**config.mk**
```make
export PLATFORM = sky130hd
export DESIGN_NAME = hilo_unit
export DESIGN_NICKNAME = d
export VERILOG_FILES = /design/src/rtl/hilo_pkg.sv /design/src/rtl/hilo_mult.sv /design/src/rtl/hilo_div.sv /design/src/rtl/hilo_unit.sv
export SDC_FILE = /design/constraint.sdc
export NUM_CORES = 2
export LEC_CHECK = 0
export BUFFER_PORTS_ARGS = -buffer_cell sky130_fd_sc_hd__clkbuf_2
export CORE_MARGIN = 2
export CORE_UTILIZATION = 40
export CTS_CLUSTER_DIAMETER = 100
export DETAILED_ROUTE_END_ITERATION = 10
export SLEW_MARGIN = 20
export SYNTH_ARGS = -nofsm -noshare
export SYNTH_HDL_FRONTEND = slang
export SYNTH_HIERARCHICAL = 1
export SYNTH_SLANG_ARGS = --single-unit
```
**constraint.sdc**
```tcl
create_clock -name clk -period 18.1 [get_ports clk]
set_input_delay 3.62 -clock clk [delete_from_list [all_inputs] [get_ports clk]]
set_output_delay 3.62 -clock clk [all_outputs]
set_load 0.02 [all_outputs]
```
**src/rtl/hilo_pkg.sv**
```systemverilog
package hilo_pkg;

    localparam int XLEN = 32;

    localparam logic [5:0] FN_MFHI  = 6'd16;
    localparam logic [5:0] FN_MTHI  = 6'd17;
    localparam logic [5:0] FN_MFLO  = 6'd18;
    localparam logic [5:0] FN_MTLO  = 6'd19;
    localparam logic [5:0] FN_MULT  = 6'd24;
    localparam logic [5:0] FN_MULTU = 6'd25;
    localparam logic [5:0] FN_DIV   = 6'd26;
    localparam logic [5:0] FN_DIVU  = 6'd27;

    typedef enum logic [2:0] {
        ACT_NONE,
        ACT_SET_HI,
        ACT_SET_LO,
        ACT_MUL,
        ACT_DIV
    } act_e;

    typedef struct packed {
        act_e act;
        logic sgn;
    } cmd_t;

    function automatic cmd_t decode_funct(input logic [5:0] f);
        cmd_t c;
        c.act = ACT_NONE;
        c.sgn = 1'b0;
        case (f)
            FN_MTHI:  c.act = ACT_SET_HI;
            FN_MTLO:  c.act = ACT_SET_LO;
            FN_MULT:  begin c.act = ACT_MUL; c.sgn = 1'b1; end
            FN_MULTU: c.act = ACT_MUL;
            FN_DIV:   begin c.act = ACT_DIV; c.sgn = 1'b1; end
            FN_DIVU:  c.act = ACT_DIV;
            FN_MFHI, FN_MFLO: c.act = ACT_NONE;
            default:  c.act = ACT_NONE;
        endcase
        return c;
    endfunction

endpackage

```
**src/rtl/hilo_mult.sv**
```systemverilog
module hilo_mult #(
    parameter int W = hilo_pkg::XLEN
) (
    input  logic           sgn,
    input  logic [W-1:0]   a,
    input  logic [W-1:0]   b,
    output logic [2*W-1:0] prod
);
    localparam int PW = 2 * W;

    logic [PW-1:0] ext_a;
    logic [PW-1:0] ext_b;

    always_comb begin
        ext_a = {{W{sgn & a[W-1]}}, a};
        ext_b = {{W{sgn & b[W-1]}}, b};
        prod  = ext_a * ext_b;
    end
endmodule

```
**src/rtl/hilo_div.sv**
```systemverilog
module hilo_div #(
    parameter int W = hilo_pkg::XLEN
) (
    input  logic         clk,
    input  logic         rst,
    input  logic         go,
    input  logic         sgn,
    input  logic [W-1:0] dividend,
    input  logic [W-1:0] divisor,
    output logic         busy,
    output logic         done,
    output logic [W-1:0] quotient,
    output logic [W-1:0] remainder
);
    localparam int CW = (W > 1) ? $clog2(W) : 1;
    localparam logic [CW-1:0] LAST = CW'(W - 1);

    logic [W-1:0]  rem_q, quo_q, dvs_q;
    logic [CW-1:0] cnt_q;
    logic          busy_q, neg_quo_q, neg_rem_q;

    logic [W:0]    shifted, diff;
    logic          fits;
    logic [W-1:0]  rem_nx, quo_nx;

    function automatic logic [W-1:0] magnitude(input logic [W-1:0] x, input logic s);
        return (s && x[W-1]) ? (~x + 1'b1) : x;
    endfunction

    always_comb begin
        shifted = {rem_q, quo_q[W-1]};
        diff    = shifted - {1'b0, dvs_q};
        fits    = ~diff[W];
        rem_nx  = fits ? diff[W-1:0] : shifted[W-1:0];
        quo_nx  = {quo_q[W-2:0], fits};
    end

    always_ff @(posedge clk) begin
        if (rst) begin
            busy_q    <= 1'b0;
            cnt_q     <= '0;
            rem_q     <= '0;
            quo_q     <= '0;
            dvs_q     <= '0;
            neg_quo_q <= 1'b0;
            neg_rem_q <= 1'b0;
        end else if (busy_q) begin
            rem_q <= rem_nx;
            quo_q <= quo_nx;
            cnt_q <= cnt_q + 1'b1;
            if (cnt_q == LAST) busy_q <= 1'b0;
        end else if (go) begin
            busy_q    <= 1'b1;
            cnt_q     <= '0;
            rem_q     <= '0;
            quo_q     <= magnitude(dividend, sgn);
            dvs_q     <= magnitude(divisor, sgn);
            neg_quo_q <= sgn & (dividend[W-1] ^ divisor[W-1]);
            neg_rem_q <= sgn & dividend[W-1];
        end
    end

    assign busy      = busy_q;
    assign done      = busy_q && (cnt_q == LAST);
    assign quotient  = neg_quo_q ? (~quo_nx + 1'b1) : quo_nx;
    assign remainder = neg_rem_q ? (~rem_nx + 1'b1) : rem_nx;
endmodule

```
**src/rtl/hilo_unit.sv**
```systemverilog
module hilo_unit #(
    parameter int W = hilo_pkg::XLEN
) (
    input  logic         clk,
    input  logic         rst,
    input  logic         start,
    input  logic [5:0]   funct,
    input  logic [W-1:0] rs_val,
    input  logic [W-1:0] rt_val,
    output logic         busy,
    input  logic         rd_req,
    input  logic         rd_hi,
    output logic         rd_valid,
    output logic [W-1:0] rd_data
);
    import hilo_pkg::*;

    cmd_t           cmd;
    logic           accept;
    logic [2*W-1:0] product;
    logic           div_busy, div_done;
    logic [W-1:0]   div_quo, div_rem;
    logic [W-1:0]   hi_q, lo_q;

    assign cmd    = decode_funct(funct);
    assign accept = start && !div_busy;

    hilo_mult #(.W(W)) u_mult (
        .sgn  (cmd.sgn),
        .a    (rs_val),
        .b    (rt_val),
        .prod (product)
    );

    hilo_div #(.W(W)) u_div (
        .clk       (clk),
        .rst       (rst),
        .go        (accept && cmd.act == ACT_DIV),
        .sgn       (cmd.sgn),
        .dividend  (rs_val),
        .divisor   (rt_val),
        .busy      (div_busy),
        .done      (div_done),
        .quotient  (div_quo),
        .remainder (div_rem)
    );

    always_ff @(posedge clk) begin
        if (rst) begin
            hi_q <= '0;
            lo_q <= '0;
        end else if (div_done) begin
            hi_q <= div_rem;
            lo_q <= div_quo;
        end else if (accept) begin
            case (cmd.act)
                ACT_SET_HI: hi_q <= rs_val;
                ACT_SET_LO: lo_q <= rs_val;
                ACT_MUL: begin
                    hi_q <= product[2*W-1:W];
                    lo_q <= product[W-1:0];
                end
                default: ;
            endcase
        end
    end

    assign busy     = div_busy;
    assign rd_valid = rd_req && !div_busy;
    assign rd_data  = rd_hi ? hi_q : lo_q;
endmodule

```
==> impl_metrics.csv <==
group,metric,value,unit
die,die_h,360,um
die,ios,109,
timing,slew_headroom,0.268,
placed_design,portBuffers,108,
route,vias,39287,
timing,post-route-period-util,0.708,
cts,cts.sinks,168,
cts,clk_pin_slew,80,ps
cts,cts_resized,0,
flow_run,maxCapViolCount,0,
synth,ys_ff_latch,168,
critical_path,required,18480,ps
die,fp.dieArea,130000,um2
die,rows,130,
hold_path,hold_path_class,"reg -> reg",
route,wl,154000,um
critical_path,cp.arrival,13200,ps
timing,fin_worst_skew,18.7,ps
critical_path,critical-path-max-stage-delay,1140,ps
critical_path,crit_path_start_kind,"primary input",
finish,nNetsFinal,7109,
cts,clockBufferDepth,2,
finish,final_common_cell,"inv_1",
critical_path,crit_start,"funct[2]",
critical_path,cpMostUsedCell,"fa_1",
timing,setup_tns,0,ps
grt,grt_first_pass_wirelength,243000,um
critical_path,crit_family,"adder cells",
synth,ys_async_sr_fraction,0,
finish,area_delta_synth_final,5.01,%
critical_path,slowest_stage,"fa_1",
synth,synth_fp_nets,7236,
route,antenna_left,0,
synth,synth_edf_count,0,
grt,grt_remaining_overflow,0,
synth,yosysWarnings,6,
timing,finalCriticalPeriod,12820,ps
critical_path,crit_type,"in -> reg",
critical_path,r2r-start,"u_div/quo_q[31]",
finish,final_cell_mix,"1,153 x inv_1, 1,126 x fa_1, 811 x nand2_1, 371 x and2_1, 250 x ha_1",
die,die_w,360,um
placed_design,dp_hpwl,116000,um
cts,tritoncts,"yes",
timing,max_freq,0.0780,GHz
timing,rsz0062_at_grt,"false",
synth,synth_area,50800,um2
grt,antenna_found_initial,5,
grt,grt_pass1_vias,41899,
finish,final_layout_size_suffix_gt1_frac,0.0578,
cts,cts_setup_buffers,0,
die,core_area,126000,um2
route,remaining_drc_errors,0,
timing,drv_slew,0,
synth,synth.distinct_cells,104,
timing,finalSetupViolCount,0,
cts,cts-root-buf,"clkbuf_16",
synth,synthFlopType,"dfxtp_1",
cts,cts.htree.levels,4,
hold_path,min_from,"u_div/dvs_q[31]",
timing,worst_slew_pin_slew,1100,ps
grt,grt_max_degree,91,
run_status,status,"completed",
synth,syn_inst,5785,
route,dr.pass1.iters,5,
route,drt_iter0_drc,2581,
cts,clk_latency,440,ps
placed_design,gp_congestion,0.943,
cts,numCtsBuffers,17,
grt,grt.total_usage,0.238,
synth,synth_top_area_share,0.444,
cts,cts_hold_buf,0,
critical_path,crit_buf_inv,7,
synth,syn_area_per_cell,8.79,um2
critical_path,cp_max_fo,28,
synth,ys_seq_area_frac,0.0662,
die,start_util,0.404,
route,avgRoutedWirePerCell,21.0,um
route,viasPerCell,5.37,
timing,final_hold_viol_count,0,
critical_path,end_kind,"register",
synth,synth_area_leader_cell,"fa_1",
synth,yosys-top-cells-area,"fa_1 44%, inv_1 8.5%, dfxtp_1 6.6%",
==> layout make-up <==
| cell class | instances | area (um2) |
|---|---|---|
| fill | 12564 | 72500 |
| tap | 1650 | 2060 |
| clock inverter | 14 | 171 |
| antenna | 1 | 2.50 |
| timing repair buffer | 186 | 1150 |
| clock buffer | 18 | 439 |
| inverter | 1155 | 4340 |
| multi-input combinational | 4130 | 41800 |
| sequential | 168 | 3370 |
==> synth_stat cells, drive strengths merged, types with 27 or more instances <==
master     n
inv     1155
fa      1126
nand2    813
and2     372
clkbuf   290
ha       250
nor2     231
a21oi    175
o21ai    171
dfxtp    168
xnor2    136
mux2i     93
xor2      72
a211oi    67
nor3      48
buf       42
mux2      38
nand3     36
a22oi     33
a21o      31
and3      31
a32oi     30
nor3b     29
nand2b    28
o31ai     28
nor2b     27
==> per-stage QoR <==
step | utilization | cells | setup WS [ps] | cell area, um2 | hold WS, ps
2_1_floorplan | - | 5785 | 6230 | 50800 | 436
3_3_place_gp | 0.419 | 7288 | 5040 | 52700 | 447
3_5_place_dp | 0.419 | 7288 | 4840 | 52700 | 452
4_1_cts | 0.424 | 7320 | 5300 | 53300 | 463
5_1_grt | 0.424 | 7322 | 4650 | 53400 | 491
6_report | 0.424 | 7322 | 5280 | 53400 | 460
==> tightest hold or removal path: cells and delay by family, from the launching register on <==
family	cells	cell delay [ps]
AO/OA/AOI/OAI	1	50
flip-flops	1	310
AND/OR/NAND/NOR	1	50
==> path summary, 6_finish.rpt <==
path | endpoint | slack [ps] | depth (start not counted)
max | hi_q[31] | 5280 | 30
min | u_div/dvs_q[31] | 460 | 2
max reg2reg | lo_q[30] | 11640 | 23
min reg2reg | u_div/dvs_q[31] | 460 | 2
==> layer usage <==
| metal | global-route usage | up-vias | part of all wire |
|---|---|---|---|
| li1 | - | 17478 | - |
| met1 | 0.312 | 20406 | 0.42 |
| met2 | 0.415 | 1175 | 0.49 |
| met3 | 0.0247 | 222 | 0.050 |
| met4 | 0.0721 | 6 | 0.032 |
| met5 | 0 | - | 0.00030 |
==> logic make-up (layout without fill, tap and decap cells) <==
logic type               Yosys count  count (layout)  synth area share
buffers and inverters           1487            1373             0.111
flip-flops                       168             168            0.0662
adder cells (fa/ha/maj)         1376            1376             0.505
XOR/XNOR                         208             208            0.0358
multiplexers                     131             131            0.0267
AND/OR/NAND/NOR                 1727            1727             0.163
AO/OA/AOI/OAI                    688             688            0.0919
other                              0               1                 0
==> sequential cells by signal (all words and copies together) (netlist names) <==
register	cells
lo_q	32
u_div/cnt_q	5
u_div/dvs_q	32
u_div/neg_rem_q	1
u_div/rem_q	32
hi_q	32
u_div/busy	1
u_div/neg_quo_q	1
u_div/quo_q	32
Power is not shown: default switching activity piles up to over one toggle a cycle in this logic, so the estimate is an artifact.
